--- src/rtl/ipc_mbox_pkg.sv ---
package ipc_mbox_pkg;
  localparam int MBOX_N_DEF  = 4;
  localparam int FIFO_D_DEF  = 4;
  localparam int USER_N_DEF  = 4;
  localparam int DATA_W_DEF  = 32;
  localparam int ADDR_W      = 10;
  localparam int REV_MAJ_DEF = 2;
  localparam int REV_MIN_DEF = 1;

  localparam logic [ADDR_W-1:0] OFS_REV    = 10'h000;
  localparam logic [ADDR_W-1:0] OFS_CFG    = 10'h010;
  localparam logic [ADDR_W-1:0] OFS_STAT   = 10'h014;
  localparam logic [ADDR_W-1:0] OFS_MSG    = 10'h040;
  localparam logic [ADDR_W-1:0] OFS_FULL   = 10'h080;
  localparam logic [ADDR_W-1:0] OFS_CNT    = 10'h0C0;
  localparam logic [ADDR_W-1:0] OFS_IRQST  = 10'h100;
  localparam logic [ADDR_W-1:0] OFS_IRQEN  = 10'h104;

  function automatic logic [ADDR_W-1:0] reg_ofs(input logic [ADDR_W-1:0] base,
                                                input int idx, input int stride);
    reg_ofs = base + ADDR_W'(idx * stride);
  endfunction
endpackage

--- src/rtl/mbox_fifo.sv ---
module mbox_fifo #(
  parameter int DEPTH  = 4,
  parameter int DATA_W = 32,
  localparam int PTR_W = $clog2(DEPTH),
  localparam int CNT_W = $clog2(DEPTH + 1)
) (
  input  logic              clk,
  input  logic              rst,
  input  logic              clr,
  input  logic              push,
  input  logic              pop,
  input  logic [DATA_W-1:0] din,
  output logic [DATA_W-1:0] dout,
  output logic [CNT_W-1:0]  count,
  output logic              full,
  output logic              empty,
  output logic              push_ok,
  output logic              nf_evt
);
  logic [DATA_W-1:0] mem [DEPTH];
  logic [PTR_W-1:0]  wr_ptr, rd_ptr;
  logic              pop_ok;

  assign full    = (count == CNT_W'(DEPTH));
  assign empty   = (count == '0);
  assign push_ok = push && !full && !clr;
  assign pop_ok  = pop && !empty && !clr;
  assign nf_evt  = pop_ok && full;
  assign dout    = mem[rd_ptr];

  always_ff @(posedge clk) begin
    if (push_ok) mem[wr_ptr] <= din;
  end

  always_ff @(posedge clk) begin
    if (rst || clr) begin
      wr_ptr <= '0;
      rd_ptr <= '0;
      count  <= '0;
    end else begin
      if (push_ok) wr_ptr <= wr_ptr + 1'b1;
      if (pop_ok)  rd_ptr <= rd_ptr + 1'b1;
      if (push_ok && !pop_ok)      count <= count + 1'b1;
      else if (pop_ok && !push_ok) count <= count - 1'b1;
    end
  end

  // the count never exceeds the depth
  p_no_overflow_r2: assert property (@(posedge clk) disable iff (rst)
    count <= CNT_W'(DEPTH));
  // a push into a full queue leaves the count alone
  p_drop_full_r2: assert property (@(posedge clk) disable iff (rst)
    (push && !pop && full && !clr) |=> $stable(count));
  // a pop from an empty queue leaves the count alone
  p_empty_pop_r2: assert property (@(posedge clk) disable iff (rst)
    (pop && !push && empty && !clr) |=> (count == '0));
endmodule

--- src/rtl/mbox_irq_bank.sv ---
module mbox_irq_bank #(
  parameter int EV_W = 8
) (
  input  logic            clk,
  input  logic            rst,
  input  logic            clr,
  input  logic [EV_W-1:0] evt,
  input  logic            st_we,
  input  logic            en_we,
  input  logic [EV_W-1:0] wdata,
  output logic [EV_W-1:0] status,
  output logic [EV_W-1:0] enable,
  output logic            irq
);
  logic [EV_W-1:0] ack;

  assign ack = st_we ? wdata : '0;

  always_ff @(posedge clk) begin
    if (rst || clr) begin
      status <= '0;
      enable <= '0;
      irq    <= 1'b0;
    end else begin
      status <= (status & ~ack) | evt;
      if (en_we) enable <= wdata;
      irq    <= |(enable & status);
    end
  end

  // acknowledged bits are zero afterwards unless an event raced them
  p_w1c_r5: assert property (@(posedge clk) disable iff (rst)
    (st_we && !clr && ((wdata & evt) == '0)) |=> ((status & $past(wdata)) == '0));
  // with nothing enabled the line stays low
  p_irq_masked_r6: assert property (@(posedge clk) disable iff (rst)
    (enable == '0) |=> !irq);
  // a raised event is visible in the next cycle
  p_evt_set_r4: assert property (@(posedge clk) disable iff (rst)
    (!clr && (evt != '0)) |=> ((status & $past(evt)) == $past(evt)));
endmodule

--- src/rtl/mbox_sysctl.sv ---
module mbox_sysctl #(
  parameter int RST_CYCLES = 4,
  localparam int CW = $clog2(RST_CYCLES + 1)
) (
  input  logic clk,
  input  logic rst,
  input  logic start,
  output logic busy,
  output logic done
);
  logic [CW-1:0] cnt;

  always_ff @(posedge clk) begin
    if (rst) begin
      busy <= 1'b0;
      done <= 1'b1;
      cnt  <= '0;
    end else if (busy) begin
      if (cnt == '0) begin
        busy <= 1'b0;
        done <= 1'b1;
      end else begin
        cnt <= cnt - 1'b1;
      end
    end else if (start) begin
      busy <= 1'b1;
      done <= 1'b0;
      cnt  <= CW'(RST_CYCLES - 1);
    end
  end

  // done is never shown while the reset is running
  p_busy_notdone_r7: assert property (@(posedge clk) disable iff (rst)
    busy |-> !done);
  // the end of the window raises done
  p_done_after_r7: assert property (@(posedge clk) disable iff (rst)
    $fell(busy) |-> done);
endmodule

--- src/rtl/ipc_mailbox.sv ---
module ipc_mailbox
  import ipc_mbox_pkg::*;
#(
  parameter int MBOX_N     = MBOX_N_DEF,
  parameter int FIFO_D     = FIFO_D_DEF,
  parameter int USER_N     = USER_N_DEF,
  parameter int DATA_W     = DATA_W_DEF,
  parameter int RST_CYCLES = 4,
  parameter int REV_MAJ    = REV_MAJ_DEF,
  parameter int REV_MIN    = REV_MIN_DEF,
  localparam int EV_W      = 2 * MBOX_N,
  localparam int CNT_W     = $clog2(FIFO_D + 1)
) (
  input  logic              clk,
  input  logic              rst,
  input  logic              bus_en,
  input  logic              bus_wr,
  input  logic [ADDR_W-1:0] bus_addr,
  input  logic [DATA_W-1:0] bus_wdata,
  output logic [DATA_W-1:0] bus_rdata,
  output logic [USER_N-1:0] irq_out
);
  logic [MBOX_N-1:0] push, pop, full, empty, push_ok, nf_evt;
  logic [DATA_W-1:0] head [MBOX_N];
  logic [CNT_W-1:0]  cnt  [MBOX_N];
  logic [USER_N-1:0] st_we, en_we;
  logic [EV_W-1:0]   ust [USER_N];
  logic [EV_W-1:0]   uen [USER_N];
  logic [EV_W-1:0]   evt;
  logic              sr_start, sr_busy, sr_done;
  logic [DATA_W-1:0] rd_mux;
  logic              wr_acc, rd_acc;

  assign wr_acc = bus_en && bus_wr;
  assign rd_acc = bus_en && !bus_wr;

  always_comb begin
    for (int m = 0; m < MBOX_N; m++) begin
      evt[2*m]   = push_ok[m];
      evt[2*m+1] = nf_evt[m];
    end
  end

  always_comb begin
    push     = '0;
    pop      = '0;
    st_we    = '0;
    en_we    = '0;
    sr_start = wr_acc && (bus_addr == OFS_CFG) && bus_wdata[1];
    rd_mux   = '0;
    if (bus_addr == OFS_REV)
      rd_mux = DATA_W'({4'(REV_MAJ), 4'(REV_MIN)});
    if (bus_addr == OFS_CFG)
      rd_mux = DATA_W'({sr_busy, 1'b0});
    if (bus_addr == OFS_STAT)
      rd_mux = DATA_W'(sr_done);
    for (int m = 0; m < MBOX_N; m++) begin
      if (bus_addr == reg_ofs(OFS_MSG, m, 4)) begin
        push[m] = wr_acc;
        pop[m]  = rd_acc;
        rd_mux  = empty[m] ? '0 : head[m];
      end
      if (bus_addr == reg_ofs(OFS_FULL, m, 4))
        rd_mux = DATA_W'(full[m]);
      if (bus_addr == reg_ofs(OFS_CNT, m, 4))
        rd_mux = DATA_W'(cnt[m]);
    end
    for (int u = 0; u < USER_N; u++) begin
      if (bus_addr == reg_ofs(OFS_IRQST, u, 8)) begin
        st_we[u] = wr_acc;
        rd_mux   = DATA_W'(ust[u]);
      end
      if (bus_addr == reg_ofs(OFS_IRQEN, u, 8)) begin
        en_we[u] = wr_acc;
        rd_mux   = DATA_W'(uen[u]);
      end
    end
  end

  always_ff @(posedge clk) begin
    if (rst)         bus_rdata <= '0;
    else if (rd_acc) bus_rdata <= rd_mux;
  end

  for (genvar m = 0; m < MBOX_N; m++) begin : g_mbox
    mbox_fifo #(.DEPTH(FIFO_D), .DATA_W(DATA_W)) i_fifo (
      .clk(clk), .rst(rst), .clr(sr_busy),
      .push(push[m]), .pop(pop[m]), .din(bus_wdata),
      .dout(head[m]), .count(cnt[m]), .full(full[m]), .empty(empty[m]),
      .push_ok(push_ok[m]), .nf_evt(nf_evt[m])
    );
  end

  for (genvar u = 0; u < USER_N; u++) begin : g_user
    mbox_irq_bank #(.EV_W(EV_W)) i_bank (
      .clk(clk), .rst(rst), .clr(sr_busy), .evt(evt),
      .st_we(st_we[u]), .en_we(en_we[u]), .wdata(bus_wdata[EV_W-1:0]),
      .status(ust[u]), .enable(uen[u]), .irq(irq_out[u])
    );
  end

  mbox_sysctl #(.RST_CYCLES(RST_CYCLES)) i_sysctl (
    .clk(clk), .rst(rst), .start(sr_start), .busy(sr_busy), .done(sr_done)
  );

  // a push into a queue with room always raises its new-word event
  p_push_event_r1: assert property (@(posedge clk) disable iff (rst)
    (wr_acc && !sr_busy && (bus_addr == OFS_MSG) && !full[0]) |-> evt[0]);
  // the soft reset leaves every queue empty
  p_sr_empty_r7: assert property (@(posedge clk) disable iff (rst)
    $fell(sr_busy) |-> (empty == '1));
endmodule

--- config.mk ---
export PLATFORM = sky130hd
export DESIGN_NAME = ipc_mailbox
export DESIGN_NICKNAME = d
export VERILOG_FILES = /design/src/rtl/ipc_mbox_pkg.sv /design/src/rtl/mbox_fifo.sv /design/src/rtl/mbox_irq_bank.sv /design/src/rtl/mbox_sysctl.sv /design/src/rtl/ipc_mailbox.sv
export SDC_FILE = /design/constraint.sdc
export NUM_CORES = 1
export LEC_CHECK = 0
export BUFFER_PORTS_ARGS = -buffer_cell sky130_fd_sc_hd__buf_2
export CORE_MARGIN = 2
export CORE_UTILIZATION = 45
export DETAILED_ROUTE_END_ITERATION = 16
export SETUP_SLACK_MARGIN = 0.02
export SYNTH_ARGS = -nofsm -noshare
export SYNTH_HDL_FRONTEND = slang
export SYNTH_SLANG_ARGS = --single-unit
--- constraint.sdc ---
create_clock -name clk -period 3.8 [get_ports clk]
set_clock_uncertainty 0.05 [all_clocks]
set_input_delay 0.57 -clock clk [delete_from_list [all_inputs] [get_ports clk]]
set_output_delay 0.57 -clock clk [all_outputs]
set_load 0.01 [all_outputs]
==> impl_metrics.json, run 1 <==
{
  "num_io_pins": 82,
  "timing.final.crit_period_ns": 2.94,
  "outcome": "finished clean",
  "ys_seq_elements": 653,
  "critPathSlowestCell": "or3b_2",
  "syn_nets": 1722,
  "cts_resized": 0,
  "end_kind": "flop",
  "clk_latency_ns": 0.61,
  "netlist_instances": 1650,
  "slew_headroom_pct": 32.6,
  "hold_class": "in -> reg",
  "dieHeight_um": 245,
  "worstPathRequired_ns": 4.26,
  "vias": 15359,
  "gr-total-overflow": 0,
  "grt_max_degree": 63,
  "synth_top_area_cell": "edfxtp_1",
  "clockRootBuffer": "clkbuf_16",
  "start_util_pct": 45.4,
  "path_clk_slew_ns": 0.06,
  "drt_wl_total_um": 69100,
  "final_hold_viol_count": 0,
  "drtPass1Iterations": 5,
  "peakVddDrop_v": 0.000368,
  "setup_viol": 0,
  "stdcell_area_mm2": 0.0300,
  "clock_path_buffers": 3,
  "critical_path_arrival_ns": 3.40,
  "antenna_found_initial": 1,
  "grt_pass1_wl_um": 103000,
  "worst_path_largest_cell_delay_ns": 0.56,
  "rsz0062_at_grt": "no",
  "syn2layout_area_growth_pct": 15.0,
  "globalplace.congestion": 0.911,
  "coreArea_mm2": 0.0575,
  "first_global_vias": 15552,
  "fin_nets": 1846,
  "antenna_left": 0,
  "synthFlopType": "edfxtp_1",
  "synth_area_mm2": 0.0261,
  "start_kind": "input pin",
  "synthArstFlopShare_pct": 0,
  "synth.most_common_cell": "edfxtp_1",
  "yosys_warnings": 0,
  "die_w_um": 245,
  "viasPerCell": 5.93,
  "tightestPinTransition_ns": 1.00,
  "p_per_area_mw_per_mm2": 491,
  "wire_per_inst_um": 26.7,
  "ctsHoldBuffers": 0,
  "drive_gt1_share_pct": 23.5,
  "holdWs_ns": 0.281,
  "yosys.cell_types.count": 73,
  "crit_type": "in -> reg",
  "fillCellCount": 4786,
  "fin_tns_setup_ns": 0,
  "synth_top_cells_by_count": "edfxtp_1, nand2_1, dfxtp_1, mux4_2, nor2_1",
  "dp_hpwl_um": 43600,
  "synthTopCellsByArea": "edfxtp_1, mux4_2, dfxtp_1",
  "slew_viol_final": 0,
  "cts.sinks": 653,
  "drt-initial-drc-count": 1563,
  "crit_fanout": 15,
  "drc": 0,
  "io_buffer_count": 81,
  "cts_tree": "yes",
  "seq_area_frac_synth_pct": 69.8,
  "avgSynthCellArea_um2": 15.8,
  "post_dp_cell_area_mm2": 0.0277,
  "ctsHtreeMaxLevel": 3,
  "cts_inserted_buffers": 69,
  "synth_top_area_share_pct": 59.0,
  "dieArea_mm2": 0.0599,
  "diodes": 0,
  "post_cts_buffers": 0,
  "leakage_nw": 9.62,
  "rows": 88,
  "track_usage_pct": 23.5,
  "cp_cell_sequence": "buf_2, or3b_2, nor2_1, nand2_1, nor4_2, ha_1, inv_1, fa_1, xor2_1, or3_1, a21oi_1",
  "cap_violations": 0,
  "fmax_ghz": 0.341,
  "synth_edf_count": 512,
  "period_share_pct": 77.3
}
state kept, by name, indices dropped and copies added (netlist names), named ones only:
signal                count
bus_rdata                32
g_mbox.i_fifo.wr_ptr      8
i_sysctl.cnt              3
i_sysctl.busy             1
g_user.i_bank.irq         4
g_mbox.i_fifo.count      12
g_user.i_bank.enable     32
i_sysctl.done             1
g_user.i_bank.status     32
g_mbox.i_fifo.mem       512
g_mbox.i_fifo.rd_ptr      8
critical path, delay by kind of cell:
family	cells	cell delay (ns)
buf+inv	2	0.28
xor+xnor	1	0.17
compound gates	1	0.15
simple gates	5	1.59
fa+ha+maj	2	0.62
final cells by class:
type / instances / area (µm²) / share of cell area, %
multi-input combinational: 875 / 7440 / 24.8
timing repair buffer: 157 / 1060 / 3.55
clock inverter: 28 / 387 / 1.29
inverter: 18 / 67.6 / 0.225
clock buffer: 96 / 1870 / 6.23
tap: 765 / 957 / 3.19
sequential: 653 / 18200 / 60.7
worst paths after layout:
kind	cells past startpoint	slack, ns	from	end
max	11	0.86	bus_addr[6]	g_mbox[0].i_fifo.count[2]
min	1	0.28	bus_wdata[31]	g_mbox[3].i_fifo.mem[2][31]
max reg2reg	9	1.00	i_sysctl.busy	g_mbox[0].i_fifo.count[2]
min reg2reg	1	0.39	i_sysctl.cnt[0]	i_sysctl.cnt[0]
cell usage in the layout, fill, tap and decap left out, types with 23 or more instances in the layout:
master,instances
mux2i_1,27
nand2_1,161
clkbuf_16,69
edfxtp_1,512
dfxtp_1,133
buf_4,69
nor2_1,126
mux4_2,129
o21ai_0,26
clkbuf_1,23
buf_2,81
a22oi_1,84
a21oi_1,73
per-layer routing:
layer / vias up / share of wire [%] / track usage (%)
li1: 6683 / - / -
met1: 7922 / 41 / 31.5
met2: 600 / 49 / 38.9
met3: 152 / 6.4 / 3.82
met4: 2 / 3.5 / 8.41
met5: - / 0.020 / 0
stage by stage:
stage	util [%]	instances	setup slack (ns)	total power, mW
after detailed placement	48.3	2468	0.292	8.13
after CTS	52.2	2592	0.918	14.8
after floorplan	-	1650	0.329	7.95
after global routing	52.2	2592	0.730	15.1
final	52.2	2592	0.864	14.7
after global placement	48.3	2468	0.342	8.12
report_power, final:
group          leakage [nW]  switching (mW)  internal, mW
registers              5.74         0.00248          7.69
logic                  2.80           0.229        0.0565
clock network          1.09            2.78          3.95
total                  9.62            3.01          11.7
kinds of logic after synthesis:
group | after synthesis | share of synthesized area [%]
flops | 653 | 69.8
simple gates | 422 | 7.65
compound gates | 249 | 6.37
mux | 157 | 12.2
buf+inv | 122 | 1.91
fa+ha+maj | 26 | 1.36
xor+xnor | 21 | 0.705
(Power assumes the default switching activity.)
==> inputs of run 2 (changes only) <==
- clock period: 3.8 -> 2.45 ns (I/O delays scaled with it)
==> run 2 against run 1 <==
Against the previous run: setup slack worse by 0.74 ns; design area increased by 6.1%; count of clock-buffer cells in the layout is 7 higher; combinational power rose by 78%; first-iteration DRC count is 10% higher; sequential cell count is the same; critical path type is now reg -> reg.
==> impl_metrics.json, run 2 (synthesis gave the netlist of run 1 again) <==
{
  "dieArea_mm2": 0.0599,
  "layout_common_cells": "edfxtp_1, buf_4, nand2_1",
  "final_hold_viol_count": 0,
  "place_inst": 2608,
  "ff_latch_area_mm2": 0.0182,
  "path_clk_slew_ns": 0.06,
  "io_buffer_count": 81,
  "syn2layout_area_growth_pct": 22.0,
  "timing.final.crit_period_ns": 2.32,
  "slew_viol_final": 0,
  "layout_commonest_cell": "edfxtp_1",
  "cts.sinks": 653,
  "largest_register": "g_mbox.i_fifo.mem",
  "cap_violations": 0,
  "viasPerCell": 5.84,
  "rows": 88,
  "cp_cell_sequence": "or3_4, or3_1, ha_4, inv_2, fa_2, xor2_1, or3_1, a21oi_1",
  "post_cts_buffers": 0,
  "crit_type": "reg -> reg",
  "vias": 15963,
  "outcome": "finished clean",
  "fmax_ghz": 0.431,
  "grt_max_degree": 34,
  "finalNonFillerCells": 2733,
  "track_usage_pct": 24.3,
  "drtPass1Iterations": 8,
  "diodes": 0,
  "drt_wl_total_um": 71500,
  "cts_inserted_buffers": 71,
  "fillCellCount": 4574,
  "stdcell_area_mm2": 0.0318,
  "drt-initial-drc-count": 1727,
  "p_per_area_mw_per_mm2": 715,
  "antenna_left": 0,
  "tightestPinTransition_ns": 0.764,
  "globalplace.congestion": 0.922,
  "peakVddDrop_v": 0.000683,
  "crit_fanout": 5,
  "num_io_pins": 82,
  "leakage_nw": 10.5,
  "path_common_cell": "or3_1",
  "fin_nets": 1988,
  "coreArea_mm2": 0.0575,
  "reg2reg_from": "i_sysctl.busy",
  "dieHeight_um": 245,
  "antenna_found_initial": 1,
  "start_util_pct": 45.4,
  "fin_tns_setup_ns": 0,
  "slew_headroom_pct": 48.6,
  "ctsHtreeMaxLevel": 3,
  "grt_pass1_wl_um": 106000,
  "hp-start": "bus_wdata[24]",
  "critPathSlowestCell": "or3_4",
  "drive_gt1_share_pct": 30.6,
  "multiInputGateArea_mm2": 0.00761,
  "largest_reg_flops": 512,
  "period_share_pct": 94.7,
  "worstPathRequired_ns": 2.93,
  "drc": 0,
  "clk_latency_ns": 0.61,
  "die_w_um": 245,
  "gr-total-overflow": 0,
  "first_global_vias": 16109,
  "critPathLaunch": "i_sysctl.busy",
  "dp_hpwl_um": 47400,
  "worst_path_largest_cell_delay_ns": 0.44,
  "final_core_util_pct": 55.4,
  "start_kind": "flop",
  "setup_viol": 0,
  "rsz0062_at_grt": "yes",
  "clock_path_buffers": 3,
  "post_dp_cell_area_mm2": 0.0295,
  "clockRootBuffer": "clkbuf_16",
  "critical_path_arrival_ns": 2.80,
  "cts_tree": "yes",
  "hold_class": "in -> reg",
  "wire_per_inst_um": 26.2,
  "end_kind": "flop"
}
[run 2: cell count changes in the layout (fill, tap and decap cells not counted), sizes merged]
cell	delta
buf	+140
clkbuf	+7
clkinv	-1
bufinv	-6
inv	+1
[run 2: repair_timing]
action,in CTS,in global routing
hold buffers,0,0
setup endpoints to repair,1,2
gates resized for setup,1,2
[run 2: worst max-delay path: cells and delay by family, from the launching register on]
kind / cells / cell delay [ns]
fa+ha+maj: 2 / 0.38
compound gates: 1 / 0.14
simple gates: 3 / 1.17
buf+inv: 1 / 0.05
flops: 1 / 0.39
xor+xnor: 1 / 0.07
[run 2: per-layer routing]
metal	global-route usage (%)	routed length, µm	vias to the layer above
met5	0	16	-
met4	8.29	1910	2
met3	4.50	4580	106
met2	39.6	34600	574
met1	33.2	30400	8316
li1	-	-	6965
[run 2: path summary, 6_finish.rpt]
check | to | slack (ns) | cells after the start
max | g_mbox[3].i_fifo.count[2] | 0.13 | 8
min | g_mbox[3].i_fifo.mem[0][24] | 0.09 | 1
max reg2reg | g_mbox[3].i_fifo.count[2] | 0.13 | 8
min reg2reg | i_sysctl.cnt[0] | 0.39 | 1
[run 2: cell type report]
cell class / instances / area share (%)
flip-flops and latches: 653 / 57.2
inverters: 18 / 0.212
multi-input cells: 875 / 23.9
well taps: 765 / 3.01
clock inverters: 22 / 0.495
repair buffers: 297 / 8.49
clock buffers: 103 / 6.64
[run 2: metrics by stage]
stage               hold slack [ns]  power [mW]  setup WS (ns)
global placement              0.376        12.7         -0.453
CTS                          0.0510        23.0         0.0703
finish                       0.0868        22.7          0.129
global route                 0.0872        23.4        0.00868
detailed placement            0.375        12.7         -0.449
floorplan                     0.361        12.3         -0.464
[run 2: power breakdown]
| group | total (mW) | internal [mW] | leakage, nW | switching, mW |
|---|---|---|---|---|
| logic | 0.509 | 0.133 | 3.68 | 0.376 |
| registers | 11.9 | 11.9 | 5.74 | 0.00406 |
| clock network | 10.3 | 6.10 | 1.12 | 4.21 |
| total | 22.7 | 18.2 | 10.5 | 4.59 |
==> inputs of run 3 (changes only) <==
- SYNTH_HIERARCHICAL: not set -> 1
==> run 3 against run 2 <==
Against the previous run: power rose by 0.19%; register-to-register slack barely moved; count of clock-buffer cells in the layout fell by 8; clock power barely moved; sequential share of layout area rose by 0.20 points; highest routed layer unchanged.
==> impl_metrics.json, run 3 <==
{
  "p_switching_mw": 4.79,
  "rsz0062_at_grt": "no",
  "antenna_found_initial": 1,
  "syn_nets": 1644,
  "grt_pass1_wl_um": 104000,
  "crit_fanout": 8,
  "synthTopCellsByArea": "edfxtp_1, mux4_2, dfxtp_1",
  "fmax_ghz": 0.429,
  "synth_edf_count": 512,
  "track_usage_pct": 23.4,
  "cap_violations": 0,
  "gr-total-overflow": 0,
  "wire_per_inst_um": 26.0,
  "finalNonFillerCells": 2682,
  "worstPathRequired_ns": 2.91,
  "timing.final.crit_period_ns": 2.33,
  "fin_nets": 1932,
  "first_global_vias": 15985,
  "fillCellCount": 4655,
  "clkPwrFrac_pct": 45.6,
  "dieArea_mm2": 0.0606,
  "path_clk_slew_ns": 0.06,
  "synth_top_area_cell": "edfxtp_1",
  "p_total_mw": 22.8,
  "drtPass1Iterations": 6,
  "place_inst": 2552,
  "drc": 0,
  "synth_top_family_by_area": "multiplexers",
  "diodes": 0,
  "largest_reg_flops": 512,
  "peakVddDrop_v": 0.000606,
  "netlist_instances": 1572,
  "leakage_nw": 10.5,
  "clock_path_buffers": 3,
  "grt_max_degree": 28,
  "synthAdderAreaFrac_pct": 1.35,
  "slew_headroom_pct": 56.7,
  "drt-initial-drc-count": 1589,
  "hold_class": "in -> reg",
  "yosys.cell_types.count": 77,
  "ctsHtreeMaxLevel": 3,
  "synth_xor_area_share_pct": 0.564,
  "yosys_warnings": 6,
  "swShare_pct": 21.0,
  "crit_type": "reg -> reg",
  "clk_latency_ns": 0.62,
  "dp_hpwl_um": 45900,
  "synthArstFlopShare_pct": 0,
  "slew_viol_final": 0,
  "num_io_pins": 82,
  "clockRootBuffer": "clkbuf_16",
  "dieHeight_um": 246,
  "period_share_pct": 95.2,
  "dp_worst_setup_slack_ns": -0.607,
  "synth.area.mux_share_pct": 13.0,
  "vias": 15778,
  "tightestPinTransition_ns": 0.648,
  "layout_commonest_cell": "edfxtp_1",
  "pwr-share-seq_pct": 52.3,
  "synth-simple-area-share_pct": 5.80,
  "start_kind": "flop",
  "largest_register": "g_mbox.i_fifo/mem",
  "drive_gt1_share_pct": 32.0,
  "synth_compound_area_share_pct": 8.15,
  "synth_top_cells_by_count": "edfxtp_1, dfxtp_1, mux4_2, nor2_1, a21boi_0",
  "antenna_left": 0,
  "pwr-share-comb_pct": 2.1,
  "viasPerCell": 5.88,
  "io_buffer_count": 81,
  "synth.most_common_cell": "edfxtp_1",
  "final_hold_viol_count": 0,
  "seq_area_frac_synth_pct": 68.9,
  "synthFlopType": "edfxtp_1",
  "layout_common_cells": "edfxtp_1, buf_4, dfxtp_1, mux4_2, nor2_1",
  "internal-power_mw": 18.0,
  "drt_wl_total_um": 69800,
  "synth_top_area_share_pct": 58.2,
  "cts.sinks": 653,
  "rows": 88,
  "start_util_pct": 45.6,
  "syn2layout_area_growth_pct": 20.1,
  "critical_path_arrival_ns": 2.79,
  "cts_tree": "yes",
  "ys_seq_elements": 653,
  "p_per_area_mw_per_mm2": 718,
  "outcome": "finished clean",
  "coreArea_mm2": 0.0579,
  "synth_area_mm2": 0.0264,
  "globalplace.congestion": 0.958,
  "avgSynthCellArea_um2": 16.8,
  "die_w_um": 246,
  "end_kind": "flop",
  "setup_viol": 0,
  "cts_inserted_buffers": 70,
  "final.setup.worst_slack_ns": 0.117
}
[run 3: metal layers]
layer | track usage, % | wire [µm] | vias to the layer above
li1 | - | - | 6858
met1 | 33.2 | 30500 | 8202
met2 | 37.8 | 33400 | 590
met3 | 3.33 | 3920 | 126
met4 | 7.23 | 1970 | 2
met5 | 0 | 12 | -
[run 3: path summary, 6_finish.rpt]
path         depth (start not counted)  slack (ns)                       from                          end
min reg2reg                          2        0.39              bus_rdata[20]                bus_rdata[20]
min                                  1        0.07              bus_wdata[26]  g_mbox[0].i_fifo/mem[0][26]
max reg2reg                          7        0.12  g_mbox[0].i_fifo/count[2]                 bus_rdata[7]
max                                  7        0.12  g_mbox[0].i_fifo/count[2]                 bus_rdata[7]
[run 3: per-stage QoR]
| stage | hold WS [ns] | instance area [µm²] | utilization (%) | setup TNS, ns |
|---|---|---|---|---|
| 2_1_floorplan | 0.382 | 26500 | - | -23.66 |
| 3_3_place_gp | 0.383 | 29400 | 50.8 | -103.69 |
| 3_5_place_dp | 0.389 | 29400 | 50.8 | -121.14 |
| 4_1_cts | 0.0330 | 31700 | 54.7 | 0 |
| 5_1_grt | 0.0502 | 31700 | 54.8 | 0 |
| 6_report | 0.0655 | 31700 | 54.8 | 0 |
[run 3: power by group through the flow]
stage	Clock [mW]	Sequential, mW	Combinational [mW]
6_report	10.4	11.9	0.474
5_1_grt	11.0	11.9	0.506
4_1_cts	10.5	11.9	0.469
3_5_place_dp	0	12.2	0.468
3_3_place_gp	0	12.2	0.458
2_1_floorplan	0	12.2	0.150
[run 3: cells by family after synthesis]
family	Yosys count
flip-flops	653
adder cells (fa/ha/maj)	26
AO/OA/AOI/OAI	300
multiplexers	183
XOR/XNOR	17
AND/OR/NAND/NOR	289
buffers and inverters	104
[run 3: worst max-delay path, stage by stage (launching register included)]
cell,delay (ns)
dfxtp_2,0.35
nor3_1,0.30
nor3b_1,0.09
and4_1,0.24
buf_12,0.16
a222oi_1,0.44
nand4_1,0.29
a32o_1,0.33
[run 3: what timing repair did]
item                                    4_1_cts  5_1_grt
setup buffers                                 0        1
hold endpoints to repair                      0        0
hold buffers                                  0        0
endpoints found under the setup margin        0       14
gates resized for setup                       0       13
[run 3: area by class of cell]
cell class / count / area, µm² / area share [%]
clock buffers: 95 / 1870 / 5.88
clock inverters: 34 / 397 / 1.25
inverters: 31 / 121 / 0.383
multi-input cells: 815 / 7780 / 24.5
flip-flops and latches: 653 / 18200 / 57.4
well taps: 765 / 957 / 3.02
repair buffers: 289 / 2380 / 7.50
